`config.mk`:
```
export PLATFORM = sky130hd
export DESIGN_NAME = flash_cmd_if
export DESIGN_NICKNAME = d
export VERILOG_FILES = /design/src/rtl/flash_cmd_pkg.sv /design/src/rtl/flash_pin_sync.sv /design/src/rtl/flash_cmd_fsm.sv /design/src/rtl/flash_read_path.sv /design/src/rtl/flash_cmd_if.sv
export SDC_FILE = /design/constraint.sdc
export NUM_CORES = 1
export LEC_CHECK = 0
export ABC_CLOCK_PERIOD_IN_PS = 2400
export BUFFER_PORTS_ARGS = -buffer_cell sky130_fd_sc_hd__buf_4
export CAP_MARGIN = 20
export CORE_ASPECT_RATIO = 2
export CORE_MARGIN = 8
export CORE_UTILIZATION = 45
export CTS_BUF_LIST = sky130_fd_sc_hd__clkbuf_2
export DETAILED_ROUTE_END_ITERATION = 7
export PLACE_DENSITY = 0.76
export SYNTH_ARGS = -nofsm -noshare
export SYNTH_HDL_FRONTEND = slang
export SYNTH_SLANG_ARGS = --single-unit
```
`constraint.sdc`:
```
create_clock -name clk -period 2.4 [get_ports clk]
set_clock_uncertainty 0.2 [all_clocks]
set_input_delay 0.12 -clock clk [delete_from_list [all_inputs] [get_ports clk]]
set_output_delay 0.12 -clock clk [all_outputs]
set_load 0.01 [all_outputs]
```
`src/rtl/flash_cmd_pkg.sv`:
```
package flash_cmd_pkg;

   localparam int CMD_W = 8;

   localparam logic [CMD_W-1:0] OP_READ   = 8'h00;
   localparam logic [CMD_W-1:0] OP_SIG    = 8'h90;
   localparam logic [CMD_W-1:0] OP_ERASE  = 8'h20;
   localparam logic [CMD_W-1:0] OP_EVFY   = 8'hA0;
   localparam logic [CMD_W-1:0] OP_PROG   = 8'h40;
   localparam logic [CMD_W-1:0] OP_PVFY   = 8'hC0;
   localparam logic [CMD_W-1:0] OP_RESET  = 8'hFF;

   localparam logic [CMD_W-1:0] SIG_MAKER = 8'h31;
   localparam logic [CMD_W-1:0] SIG_PART  = 8'hBD;

   typedef enum logic [3:0] {
      ST_READ,
      ST_SIG,
      ST_ERS_SETUP,
      ST_ERASING,
      ST_ERS_VERIFY,
      ST_PRG_SETUP,
      ST_PROGRAMMING,
      ST_PRG_VERIFY,
      ST_RST_PEND
   } cmd_state_t;

endpackage

```
`src/rtl/flash_pin_sync.sv`:
```
module flash_pin_sync #(
   parameter int          W      = 1,
   parameter int          STAGES = 2,
   parameter logic [W-1:0] RST   = '0
) (
   input  logic         clk,
   input  logic         rst_n,
   input  logic [W-1:0] d,
   output logic [W-1:0] q
);

   if (STAGES < 1) begin : g_bad_depth
      $error("flash_pin_sync: STAGES must be at least 1");
   end

   logic [W-1:0] stg [STAGES];

   for (genvar i = 0; i < STAGES; i++) begin : g_stage
      if (i == 0) begin : g_first
         always_ff @(posedge clk or negedge rst_n) begin
            if (!rst_n) stg[0] <= RST;
            else        stg[0] <= d;
         end
      end else begin : g_next
         always_ff @(posedge clk or negedge rst_n) begin
            if (!rst_n) stg[i] <= RST;
            else        stg[i] <= stg[i-1];
         end
      end
   end

   assign q = stg[STAGES-1];

endmodule

```
`src/rtl/flash_cmd_fsm.sv`:
```
module flash_cmd_fsm
   import flash_cmd_pkg::*;
#(
   parameter int ADDR_W = 18,
   parameter int DATA_W = 8
) (
   input  logic              clk,
   input  logic              rst_n,
   input  logic              ce_s,
   input  logic              we_s,
   input  logic              vpp_s,
   input  logic [ADDR_W-1:0] addr_s,
   input  logic [DATA_W-1:0] din_s,
   output cmd_state_t        state,
   output logic              erase_start,
   output logic              prog_start,
   output logic              op_stop,
   output logic              abort,
   output logic              cmd_err,
   output logic [ADDR_W-1:0] lat_addr,
   output logic [DATA_W-1:0] lat_data
);

   logic we_prev;
   logic we_rise, we_fall;
   cmd_state_t nxt;
   logic e_nx, p_nx, s_nx, a_nx, r_nx;
   logic [ADDR_W-1:0] la_nx;
   logic [DATA_W-1:0] ld_nx;

   assign we_rise = we_s & ~we_prev & ~ce_s & vpp_s;
   assign we_fall = ~we_s & we_prev & ~ce_s & vpp_s;

   always_comb begin
      nxt   = state;
      e_nx  = 1'b0;
      p_nx  = 1'b0;
      s_nx  = 1'b0;
      a_nx  = 1'b0;
      r_nx  = 1'b0;
      la_nx = lat_addr;
      ld_nx = lat_data;
      if (we_fall && state == ST_PRG_SETUP) la_nx = addr_s;
      if (we_rise) begin
         case (state)
            ST_ERS_SETUP: begin
               if (din_s == OP_ERASE) begin
                  nxt  = ST_ERASING;
                  e_nx = 1'b1;
               end else begin
                  nxt  = ST_READ;
                  r_nx = 1'b1;
               end
            end
            ST_PRG_SETUP: begin
               nxt   = ST_PROGRAMMING;
               ld_nx = din_s;
               p_nx  = 1'b1;
            end
            ST_RST_PEND: begin
               nxt = ST_READ;
               if (din_s == OP_RESET) a_nx = 1'b1;
               else                   r_nx = 1'b1;
            end
            default: begin
               s_nx = (state == ST_ERASING) || (state == ST_PROGRAMMING);
               case (din_s)
                  OP_READ:  nxt = ST_READ;
                  OP_SIG:   nxt = ST_SIG;
                  OP_ERASE: nxt = ST_ERS_SETUP;
                  OP_PROG:  nxt = ST_PRG_SETUP;
                  OP_RESET: nxt = ST_RST_PEND;
                  OP_EVFY: begin
                     nxt   = ST_ERS_VERIFY;
                     la_nx = addr_s;
                  end
                  OP_PVFY:  nxt = ST_PRG_VERIFY;
                  default: begin
                     nxt  = ST_READ;
                     r_nx = 1'b1;
                  end
               endcase
            end
         endcase
      end
   end

   always_ff @(posedge clk or negedge rst_n) begin
      if (!rst_n) begin
         state       <= ST_READ;
         we_prev     <= 1'b1;
         erase_start <= 1'b0;
         prog_start  <= 1'b0;
         op_stop     <= 1'b0;
         abort       <= 1'b0;
         cmd_err     <= 1'b0;
         lat_addr    <= '0;
         lat_data    <= '0;
      end else begin
         state       <= nxt;
         we_prev     <= we_s;
         erase_start <= e_nx;
         prog_start  <= p_nx;
         op_stop     <= s_nx;
         abort       <= a_nx;
         cmd_err     <= r_nx;
         lat_addr    <= la_nx;
         lat_data    <= ld_nx;
      end
   end

   // with the supply flag low, the mode register holds
   assert_vpp_lock_R3: assert property (@(posedge clk) disable iff (!rst_n)
      !vpp_s |=> $stable(state));

   // an erase pulse only follows the setup state
   assert_erase_two_cycle_R5: assert property (@(posedge clk) disable iff (!rst_n)
      erase_start |-> ($past(state) == ST_ERS_SETUP && state == ST_ERASING));

   // the latched address stays put during program verify
   assert_verify_addr_hold_R8: assert property (@(posedge clk) disable iff (!rst_n)
      (state == ST_PRG_VERIFY && $past(state) == ST_PRG_VERIFY) |-> $stable(lat_addr));

   // start, abort and error pulses are mutually exclusive
   assert_pulse_excl_R11: assert property (@(posedge clk) disable iff (!rst_n)
      $onehot0({erase_start, prog_start, abort, cmd_err}));

   // abort always lands in array read
   assert_abort_read_R9: assert property (@(posedge clk) disable iff (!rst_n)
      abort |-> state == ST_READ);

endmodule

```
`src/rtl/flash_read_path.sv`:
```
module flash_read_path
   import flash_cmd_pkg::*;
#(
   parameter int ADDR_W = 18,
   parameter int DATA_W = 8
) (
   input  logic              clk,
   input  logic              rst_n,
   input  logic              ce_s,
   input  logic              oe_s,
   input  logic              we_s,
   input  logic              vpp_s,
   input  cmd_state_t        state,
   input  logic [ADDR_W-1:0] addr_s,
   input  logic [ADDR_W-1:0] lat_addr,
   input  logic [DATA_W-1:0] arr_data,
   output logic [ADDR_W-1:0] arr_addr,
   output logic [DATA_W-1:0] dout,
   output logic              dout_en
);

   logic verify_sel;
   logic sig_sel;

   assign verify_sel = vpp_s && (state == ST_ERS_VERIFY || state == ST_PRG_VERIFY);
   assign sig_sel    = vpp_s && (state == ST_SIG);
   assign arr_addr   = verify_sel ? lat_addr : addr_s;
   assign dout_en    = ~ce_s & ~oe_s & we_s;

   always_comb begin
      if (sig_sel) dout = addr_s[0] ? SIG_PART : SIG_MAKER;
      else         dout = arr_data;
   end

   // a deselected chip never drives
   assert_hiz_standby_R2: assert property (@(posedge clk) disable iff (!rst_n)
      ce_s |-> !dout_en);

   // verify reads use the latched address
   assert_verify_addr_R7: assert property (@(posedge clk) disable iff (!rst_n)
      (vpp_s && state == ST_ERS_VERIFY) |-> arr_addr == lat_addr);

endmodule

```
`src/rtl/flash_cmd_if.sv`:
```
module flash_cmd_if
   import flash_cmd_pkg::*;
#(
   parameter int ADDR_W      = 18,
   parameter int DATA_W      = 8,
   parameter int SYNC_STAGES = 2
) (
   input  logic              clk,
   input  logic              rst_n,
   input  logic              ce_n,
   input  logic              oe_n,
   input  logic              we_n,
   input  logic              vpp_hi,
   input  logic [ADDR_W-1:0] addr,
   input  logic [DATA_W-1:0] din,
   input  logic [DATA_W-1:0] arr_data,
   output logic [ADDR_W-1:0] arr_addr,
   output logic [DATA_W-1:0] dout,
   output logic              dout_en,
   output logic              erase_start,
   output logic              prog_start,
   output logic              op_stop,
   output logic              abort,
   output logic              cmd_err,
   output logic [ADDR_W-1:0] lat_addr,
   output logic [DATA_W-1:0] lat_data
);

   localparam int BUS_W = ADDR_W + DATA_W + 1;

   if (DATA_W != CMD_W) begin : g_bad_data
      $error("flash_cmd_if: DATA_W must equal the command width");
   end
   if (ADDR_W < 2) begin : g_bad_addr
      $error("flash_cmd_if: ADDR_W too small");
   end

   logic [2:0]       ctl_s;
   logic [BUS_W-1:0] bus_s;
   logic             ce_s, oe_s, we_s, vpp_s;
   logic [ADDR_W-1:0] addr_s;
   logic [DATA_W-1:0] din_s;
   cmd_state_t       state;

   flash_pin_sync #(.W(3), .STAGES(SYNC_STAGES), .RST(3'b111)) i_ctl_sync (
      .clk(clk), .rst_n(rst_n), .d({ce_n, oe_n, we_n}), .q(ctl_s));

   flash_pin_sync #(.W(BUS_W), .STAGES(SYNC_STAGES), .RST('0)) i_bus_sync (
      .clk(clk), .rst_n(rst_n), .d({vpp_hi, addr, din}), .q(bus_s));

   assign {ce_s, oe_s, we_s}     = ctl_s;
   assign {vpp_s, addr_s, din_s} = bus_s;

   flash_cmd_fsm #(.ADDR_W(ADDR_W), .DATA_W(DATA_W)) i_fsm (
      .clk(clk), .rst_n(rst_n), .ce_s(ce_s), .we_s(we_s), .vpp_s(vpp_s),
      .addr_s(addr_s), .din_s(din_s), .state(state),
      .erase_start(erase_start), .prog_start(prog_start), .op_stop(op_stop),
      .abort(abort), .cmd_err(cmd_err), .lat_addr(lat_addr), .lat_data(lat_data));

   flash_read_path #(.ADDR_W(ADDR_W), .DATA_W(DATA_W)) i_rd (
      .clk(clk), .rst_n(rst_n), .ce_s(ce_s), .oe_s(oe_s), .we_s(we_s),
      .vpp_s(vpp_s), .state(state), .addr_s(addr_s), .lat_addr(lat_addr),
      .arr_data(arr_data), .arr_addr(arr_addr), .dout(dout), .dout_en(dout_en));

endmodule

```
==> metrics.txt, run 1 <==
min setup slack post-route=-0.0236 ns; GRT Residual Overflow=0; Routed Wire Length=7980 um; mean post-synth cell area=15.3 sq um; Flop pwr share=51.8%; syn nets=268; Layout area overhead=47.6%; top achievable clock speed=0.413 GHz; total iterations of the first detailed-routing run=4; critical path data required time=2.08 ns; global-route wire length before repair=13300 um; sequential fraction of the synthesis area=68.9%; area of the core=0.00754 sq mm; Most used DFF post-synth=sky130_fd_sc_hd__dfrtp_1; total standard cell area after synthesis=0.00350 sq mm; total power of the final layout=3950 uW; Synth Warn #=0; CTS tree=built; beginning of the critical path=i_fsm.state[1]; DIE AREA=0.0110 sq mm; cell type group with the largest total delay on the critical path=flip-flops; leakage component of the power=0.00245 uW; max capacitance violation total=0; critical path depth in cells=5; clk_lat worst skew=0.56 ns; share of the synthesized area in the top cell type=63.6%; Via-to-Cell Ratio=4.87; vertical die dimension=141 um; biggest area consumer among synthesized cells=sky130_fd_sc_hd__dfrtp_1; Avg WL per Cell=16.0 um; clock root buffer=sky130_fd_sc_hd__clkbuf_2; setup-violating endpoint count in the final report=15; worst supply voltage drop on vdd=0.470 mV; slowest library cell on the worst path=sky130_fd_sc_hd__dfrtp_2; number of vias after detailed routing=2424; share of flip-flops with an asynchronous set or reset after synthesis=100%; top-level I/O count=98; kind of end point of the critical path=primary output; top cells by area, synth=sky130_fd_sc_hd__dfrtp_1, sky130_fd_sc_hd__mux2_2, sky130_fd_sc_hd__dfstp_2; Sw Ratio=29.9%; Final Net Count=438; CP max stage delay=0.47 ns; utilization of the core after routing=68.5%; flip-flop and latch count after synthesis=96; ANT nets after route=0; number of flops mapped to enable cells by yosys=0; run status=finished with violations; Worst R2R End=i_fsm.lat_addr[0]; pin count of the biggest net entering global routing=45; sink count of the clock tree=96; clock power share=16.0%; dpl cell area=0.00437 sq mm; Worst Setup EP=arr_addr[5]; number of cells produced by synthesis=228; starting utilization of the core area=46.4%; part of the power in combinational logic=32.2%; total routing resource utilization after global routing=15.4%; nature of the critical path startpoint=flop; maximum level of the CTS H-tree=3; final number of max-transition violations=0; top fanout value on the critical path=18; DRC viols=0; horizontal extent of the die=78.4 um; R2R Path Start=i_ctl_sync.q[0]; # placed instances=416; antenna violations before repair=1; Worst Max-Slew Pin Slew=0.407 ns; half-perimeter wire length of the detailed placement result=5450 um; type of the setup path with the least slack=flop to primary output; register-to-register setup slack=0.09 ns; CP bufs+invs=2; unrepaired setup endpoints after global routing=true; number of DRC markers after the initial detailed-route iteration=128; number of buffers inserted during clock tree synthesis=9; Place WS=0.111 ns; time the worst path needs with I/O delays and setup=2.42 ns; routability-driven placement congestion ratio=0.769; switching power=1180 uW; Clock Pin Slew Worst Setup and Hold Paths=0.24 ns; internal cell power=2770 uW; violations in the final reports=setup timing; final cell area excluding filler cells=0.00516 sq mm; worst-case reg-to-reg path depth=5; Hold Violations, Final=0; port bufs=97; critical path data arrival time=2.10 ns; critical-path cell list=xnor2_2, and4b_1, buf_12, mux2_2, buf_4; fraction of final layout cells with drive strength greater than 1=45.4%; number of global-route vias before repair=2759; worst slew margin relative to its limit=72.5%; power per standard cell area=764 mW/mm^2; post-route non-filler standard cell count=498; Period Utilization, post-route=101%; standard-cell rows=45; type of the tightest min-delay check=flop to flop; distinct cell type count after synthesis=42; maximum clock insertion buffer count=2
-- area by class of cell --
type / count / area [sq um]
antenna: 1 / 2.50
clock buffer: 9 / 45.0
clock inverter: 7 / 37.5
fill: 560 / 2380
inverter: 2 / 7.51
multi-input combinational: 118 / 1050
sequential: 96 / 2410
tap: 94 / 118
timing repair buffer: 171 / 1490
-- sequential cells by signal, summed over array words and instances (netlist names), 3 cells and up --
name            cells
i_fsm.lat_addr     18
i_bus_sync.q       27
i_bus_sync.stg     27
i_fsm.lat_data      8
i_ctl_sync.stg      3
i_ctl_sync.q        3
i_fsm.state         4
-- worst min-delay path by stage --
| stage | slack [ns] | startpoint | cells after the start | to |
|---|---|---|---|---|
| 4_1_cts | 0.18 | i_bus_sync.stg[43] | 0 | i_bus_sync.q[16] |
| 3_3_place_gp | -0.003 | rst_n | 1 | i_bus_sync.stg[48] |
| 2_1_floorplan | -0.38 | rst_n | 0 | i_bus_sync.q[0] |
| 6_report | 0.15 | i_bus_sync.stg[43] | 0 | i_bus_sync.q[16] |
| 5_1_grt | 0.16 | i_bus_sync.stg[50] | 0 | i_bus_sync.q[23] |
| 3_5_place_dp | 0.006 | rst_n | 1 | i_bus_sync.stg[50] |
-- routing by layer --
| layer | wire length [um] | track usage [%] | up-vias |
|---|---|---|---|
| li1 | - | - | 1133 |
| met1 | 2710 | 14.6 | 1211 |
| met2 | 4690 | 28.4 | 63 |
| met3 | 310 | 3.12 | 17 |
| met4 | 273 | 10.5 | 0 |
| met5 | 0 | 0 | - |
-- layout by cell type (no fill, tap or decap), types with 2 or more instances in the layout --
cell,instances
sky130_fd_sc_hd__or3b_2,2
sky130_fd_sc_hd__buf_6,2
sky130_fd_sc_hd__a21oi_1,4
sky130_fd_sc_hd__o21ai_0,3
sky130_fd_sc_hd__buf_12,2
sky130_fd_sc_hd__nand4_1,2
sky130_fd_sc_hd__mux2_1,4
sky130_fd_sc_hd__clkinv_1,3
sky130_fd_sc_hd__dlygate4sd3_1,62
sky130_fd_sc_hd__dfrtp_2,3
sky130_fd_sc_hd__nor4b_1,2
sky130_fd_sc_hd__mux2_4,13
sky130_fd_sc_hd__clkinv_2,2
sky130_fd_sc_hd__clkbuf_2,9
sky130_fd_sc_hd__dfrtp_1,86
sky130_fd_sc_hd__nand3_1,2
sky130_fd_sc_hd__nand2_1,14
sky130_fd_sc_hd__o31ai_1,3
sky130_fd_sc_hd__a31oi_1,2
sky130_fd_sc_hd__nor4b_2,2
sky130_fd_sc_hd__nand2b_1,4
sky130_fd_sc_hd__nor3_1,4
sky130_fd_sc_hd__o21bai_1,2
sky130_fd_sc_hd__inv_1,2
sky130_fd_sc_hd__nor2_1,6
sky130_fd_sc_hd__or3_1,2
sky130_fd_sc_hd__mux2_2,27
sky130_fd_sc_hd__buf_4,104
sky130_fd_sc_hd__and2_1,2
sky130_fd_sc_hd__dfstp_2,7
-- metrics by stage --
| step | hold slack (ns) | setup TNS [ns] |
|---|---|---|
| after global placement | -0.00339 | 0 |
| after floorplan | -0.376 | 0 |
| after global routing | 0.164 | -2.01 |
| after CTS | 0.175 | -1.20 |
| final | 0.151 | -0.293 |
| after detailed placement | 0.00590 | 0 |
-- kinds of logic (layout without fill, tap and decap cells) --
kind of cell | after synthesis | after routing | share of synthesized area [%]
compound gates | 17 | 17 | 3.15
xor+xnor | 2 | 2 | 0.501
simple gates | 54 | 54 | 10.0
mux | 45 | 45 | 15.5
flops | 96 | 96 | 68.9
other cells | 0 | 1 | 0
buf+inv | 14 | 189 | 1.89
-- power by group through the flow --
stage               Sequential (uW)  Combinational (uW)  Clock, uW
global placement               2070                1110          0
detailed placement             2090                1130          0
global route                   2080                1370        730
finish                         2040                1270        631
CTS                            2040                1280        668
floorplan                      2100                 502          0
-- synth_stat cells, drive strengths merged, types with 3 or more instances --
library cell  instances
dfstp                 7
dfrtp                89
nor2                  6
buf                   7
nand3                 3
nor4b                 4
mux2                 44
o21ai                 3
clkbuf                5
nand2                14
nand2b                4
o31ai                 3
a21oi                 5
nor3                  5
-- worst register-to-register path: stages, from the launching register on --
cell and delay (ns):
sky130_fd_sc_hd__dfstp_2 0.60, sky130_fd_sc_hd__or4bb_1 0.55, sky130_fd_sc_hd__nor4_4 0.25, sky130_fd_sc_hd__a21oi_2 0.11, sky130_fd_sc_hd__buf_12 0.18, sky130_fd_sc_hd__mux2_1 0.32
-- repair_timing --
item,4_1_cts,5_1_grt
hold buffers,63,0
setup buffers,2,0
gates cloned,0,0
pin swaps,0,0
endpoints found under the setup margin,20,24
resized for setup,9,5
hold endpoints to repair,126,0
Power figures use the tool's default switching activity.
==> run 2: changes to the inputs <==
--- a/config.mk
+++ b/config.mk
@@ -7,11 +7,11 @@
 export LEC_CHECK = 0
 export ABC_CLOCK_PERIOD_IN_PS = 2400
 export BUFFER_PORTS_ARGS = -buffer_cell sky130_fd_sc_hd__buf_4
-export CAP_MARGIN = 20
+export CAP_MARGIN = 40
 export CORE_ASPECT_RATIO = 2
 export CORE_MARGIN = 8
 export CORE_UTILIZATION = 45
-export CTS_BUF_LIST = sky130_fd_sc_hd__clkbuf_2
+export CTS_BUF_LIST = sky130_fd_sc_hd__clkbuf_16
 export DETAILED_ROUTE_END_ITERATION = 7
 export PLACE_DENSITY = 0.76
 export SYNTH_ARGS = -nofsm -noshare
==> metrics.txt, run 2 (synthesis results as in run 1) <==
critical-path cell list=or4bb_1, nor4_4, a21oi_2, buf_12, mux2_1; number of fillers in the final layout=575; nature of the critical path startpoint=flop; max capacitance violation total=0; clock root buffer=sky130_fd_sc_hd__clkbuf_16; number of global-route vias before repair=2575; Period Utilization, post-route=95.2%; GRT Residual Overflow=0; number of buffers inserted by post-CTS setup repair=0; utilization of the core after routing=65.5%; top achievable clock speed=0.438 GHz; Via-to-Cell Ratio=4.91; worst supply voltage drop on vdd=0.522 mV; kind of end point of the critical path=flop; routability-driven placement congestion ratio=0.769; DRC viols=0; top-level I/O count=98; run status=complete, no violations; half-perimeter wire length of the detailed placement result=5450 um; port bufs=97; worst slew margin relative to its limit=55.7%; sink count of the clock tree=96; power per standard cell area=903 mW/mm^2; starting utilization of the core area=46.4%; Clock Pin Slew Worst Setup and Hold Paths=0.06 ns; Avg WL per Cell=16.2 um; total iterations of the first detailed-routing run=4; pin count of the biggest net entering global routing=55; horizontal extent of the die=78.4 um; DIE AREA=0.0110 sq mm; Routed Wire Length=7500 um; CP max stage delay=0.55 ns; setup-violating endpoint count in the final report=0; Final Net Count=404; top fanout value on the critical path=18; final number of max-transition violations=0; Worst Max-Slew Pin Slew=0.665 ns; Storage cell area=0.00241 sq mm; antenna violations before repair=0; GR met2 Demand/Resource=26.8%; critical path data arrival time=2.30 ns; slowest library cell on the worst path=sky130_fd_sc_hd__dfstp_2; number of DRC markers after the initial detailed-route iteration=94; Hold Violations, Final=0; GR Layer Usage met3=4.08%; maximum level of the CTS H-tree=3; number of buffers inserted during clock tree synthesis=9; maximum clock insertion buffer count=2; most crowded layer after global routing=met2; area of the core=0.00754 sq mm; global-route wire length before repair=12600 um; leakage component of the power=0.00235 uW; # placed instances=416; unrepaired setup endpoints after global routing=false; post-route non-filler standard cell count=463; total routing resource utilization after global routing=14.6%; setup TNS after final layout=0 ns; type of the tightest min-delay check=input port to async pin; vertical die dimension=141 um; fraction of final layout cells with drive strength greater than 1=47.4%; number of vias after detailed routing=2272; Antenna Diode Count=0; total area of multi-input combinational cells=0.00102 sq mm; most used cells in the layout excluding fill and tap cells=sky130_fd_sc_hd__buf_4, sky130_fd_sc_hd__dfrtp_1, sky130_fd_sc_hd__dlygate4sd3_1; type of the setup path with the least slack=flop to flop; time the worst path needs with I/O delays and setup=2.28 ns; ANT nets after route=0; register-to-register setup slack=0.12 ns; met1 Use GR=13.7%; critical path data required time=2.41 ns; CTS tree=built; Layout area overhead=41.3%; standard-cell rows=45; most common cell after layout, fill and taps aside=sky130_fd_sc_hd__buf_4; clk_lat worst skew=0.34 ns
-- run 2: layer usage --
| metal | vias to the layer above | wire (um) |
|---|---|---|
| met3 | 16 | 336 |
| met4 | 0 | 227 |
| met5 | - | 0 |
| met2 | 57 | 4500 |
| li1 | 1061 | - |
| met1 | 1138 | 2440 |
-- run 2: critical path, delay by kind of cell, from the launching register on --
family                 cells  cell delay [ns]
AOI/OAI and AO/OA          1             0.11
muxes                      1             0.32
buffers and inverters      1             0.18
DFF                        1             0.55
and+or+nand+nor            2             0.80
-- run 2: through the flow --
stage,hold WS (ns),power (uW),worst slack [ns],cell area [sq um]
2_1_floorplan,-0.376,2600,0.128,3500
3_3_place_gp,-0.00339,3180,0.168,4370
3_5_place_dp,0.00590,3220,0.111,4370
4_1_cts,0.148,4530,0.0302,4940
5_1_grt,0.148,4710,0.00632,4940
6_report,0.145,4460,0.116,4940
-- run 2: path summary, 6_finish.rpt --
path / startpoint / end / cells after the start
max: i_ctl_sync.q[0] / i_fsm.lat_addr[0] / 5
min: rst_n / i_bus_sync.stg[50] / 2
max reg2reg: i_ctl_sync.q[0] / i_fsm.lat_addr[0] / 5
min reg2reg: i_bus_sync.stg[35] / i_bus_sync.q[8] / 0
max in group asynchronous: rst_n / i_fsm.lat_addr[1] / 3
min in group clk: i_bus_sync.stg[35] / i_bus_sync.q[8] / 0
-- run 2: timing repair --
action / in CTS / in global routing
gates resized for setup: 0 / 2
hold buffers: 31 / 0
endpoints found under the setup margin: 0 / 18
hold endpoints to repair: 74 / 0
-- run 2: power by group --
group | internal, uW | switching (uW)
logic | 698 | 461
clock network | 690 | 557
registers | 1870 | 189
-- run 2: final cells by class --
class | count | area share, %
clock inverter | 7 | 0.759
timing repair buffer | 137 | 22.7
clock buffer | 9 | 4.55
inverter | 2 | 0.152
multi-input combinational | 118 | 20.7
sequential | 96 | 48.8
tap | 94 | 2.38
==> run 3: changes to the inputs <==
--- a/config.mk
+++ b/config.mk
@@ -11,9 +11,9 @@
 export CORE_ASPECT_RATIO = 2
 export CORE_MARGIN = 8
 export CORE_UTILIZATION = 45
-export CTS_BUF_LIST = sky130_fd_sc_hd__clkbuf_16
 export DETAILED_ROUTE_END_ITERATION = 7
 export PLACE_DENSITY = 0.76
+export REMOVE_ABC_BUFFERS = 1
 export SYNTH_ARGS = -nofsm -noshare
 export SYNTH_HDL_FRONTEND = slang
 export SYNTH_SLANG_ARGS = --single-unit
==> metrics.txt, run 3 (synthesis results as in run 1) <==
leakage component of the power=0.00238 uW; sink count of the clock tree=96; beginning of the critical path=i_ctl_sync.q[0]; total iterations of the first detailed-routing run=4; fraction of final layout cells with drive strength greater than 1=48.0%; most used cells in the layout excluding fill and tap cells=sky130_fd_sc_hd__buf_4, sky130_fd_sc_hd__dfrtp_1, sky130_fd_sc_hd__dlygate4sd3_1; CP bufs+invs=1; total area of multi-input combinational cells=0.00102 sq mm; worst slew margin relative to its limit=57.8%; cell type group with the largest total delay on the critical path=simple AND/OR/NAND/NOR gates; met1 Use GR=13.7%; register-to-register setup slack=0.13 ns; standard-cell rows=45; DRC viols=0; Worst Max-Slew Pin Slew=0.633 ns; GR Layer Usage met3=6.18%; final number of max-transition violations=0; maximum level of the CTS H-tree=3; Worst R2R End=i_fsm.lat_addr[17]; CP max stage delay=0.55 ns; horizontal extent of the die=78.4 um; half-perimeter wire length of the detailed placement result=5240 um; clock root buffer=sky130_fd_sc_hd__clkbuf_16; top fanout value on the critical path=18; top-level I/O count=98; Antenna Diode Count=0; maximum clock insertion buffer count=2; final cell area excluding filler cells=0.00500 sq mm; critical path data arrival time=2.29 ns; Layout area overhead=42.9%; top achievable clock speed=0.441 GHz; ANT nets after route=0; starting utilization of the core area=46.4%; antenna violations before repair=0; worst-case reg-to-reg path depth=5; number of buffers inserted during clock tree synthesis=9; kind of end point of the critical path=flop; total routing resource utilization after global routing=14.1%; Avg WL per Cell=15.8 um; power per standard cell area=946 mW/mm^2; smallest hold slack=0.141 ns; GR met2 Demand/Resource=24.2%; time the worst path needs with I/O delays and setup=2.27 ns; run status=complete, no violations; Hold Violations, Final=0; Clock Pin Slew Worst Setup and Hold Paths=0.07 ns; R2R Path Start=i_ctl_sync.q[0]; max capacitance violation total=0; area of the core=0.00754 sq mm; unrepaired setup endpoints after global routing=false; Via-to-Cell Ratio=4.95; critical path data required time=2.43 ns; most crowded layer after global routing=met2; number of global-route vias before repair=2448; number of vias after detailed routing=2293; dpl cell area=0.00437 sq mm; GRT Residual Overflow=0; Final Net Count=404; pin count of the biggest net entering global routing=56; routability-driven placement congestion ratio=0.823; nature of the critical path startpoint=flop; worst supply voltage drop on vdd=0.911 mV; port bufs=97; type of the setup path with the least slack=flop to flop; clk_lat worst skew=0.34 ns; slowest library cell on the worst path=sky130_fd_sc_hd__dfstp_2; Storage cell area=0.00241 sq mm; number of buffers inserted by post-CTS setup repair=0; number of fillers in the final layout=560; setup-violating endpoint count in the final report=0; Period Utilization, post-route=94.4%; most common cell after layout, fill and taps aside=sky130_fd_sc_hd__buf_4; CTS tree=built; critical-path cell list=or4bb_1, nor4_4, a21oi_2, buf_12, mux2_1; utilization of the core after routing=66.3%; vertical die dimension=141 um; number of DRC markers after the initial detailed-route iteration=39; global-route wire length before repair=12200 um; Routed Wire Length=7330 um; DIE AREA=0.0110 sq mm; type of the tightest min-delay check=input port to async pin
## run 3: worst max path at each step
stage	cells past startpoint	slack [ns]	end
2_1_floorplan	4	-0.06	i_fsm.lat_addr[3]
3_3_place_gp	5	0.17	i_fsm.lat_addr[1]
3_5_place_dp	5	0.13	i_fsm.lat_addr[1]
4_1_cts	5	0.04	arr_addr[12]
5_1_grt	5	0.01	arr_addr[17]
6_report	5	0.13	i_fsm.lat_addr[17]
## run 3: area by class of cell
type / instances / area share [%]
clock buffers: 10 / 4.58
flip-flops and latches: 96 / 48.2
repair buffers: 137 / 22.4
inverters: 2 / 0.150
well taps: 94 / 2.35
multi-input cells: 118 / 20.4
clock inverters: 6 / 1.83
## run 3: stage by stage
stage | setup WS [ns] | total power (uW) | cells | setup TNS (ns)
after detailed placement | 0.131 | 3220 | 416 | 0
after global routing | 0.0132 | 4960 | 463 | 0
after floorplan | -0.0611 | 2590 | 216 | -0.421
after global placement | 0.172 | 3190 | 416 | 0
after CTS | 0.0372 | 4780 | 463 | 0
final | 0.134 | 4730 | 463 | 0
## run 3: power breakdown
part	internal, uW	switching, uW	total [uW]
Combinational	698	463	1160
Sequential	1870	188	2060
Clock	918	597	1520
## run 3: per-layer routing
| layer | wire length (um) | part of all wire [%] | up-vias |
|---|---|---|---|
| met2 | 3990 | 54 | 67 |
| li1 | - | - | 1063 |
| met1 | 2610 | 36 | 1149 |
| met4 | 199 | 2.7 | 0 |
| met3 | 534 | 7.3 | 14 |
| met5 | 0 | 0 | - |
## run 3: worst register-to-register path: stages (launching register included)
cell and delay, ns:
sky130_fd_sc_hd__dfstp_2 0.55, sky130_fd_sc_hd__or4bb_1 0.55, sky130_fd_sc_hd__nor4_4 0.24, sky130_fd_sc_hd__a21oi_2 0.11
sky130_fd_sc_hd__buf_12 0.19, sky130_fd_sc_hd__mux2_1 0.32
## run 3: timing repair
action                                  in CTS  in global routing
resized for setup                            0                  2
endpoints found under the setup margin       0                 18
hold buffers                                31                  0
endpoints found under the hold margin       75                  0
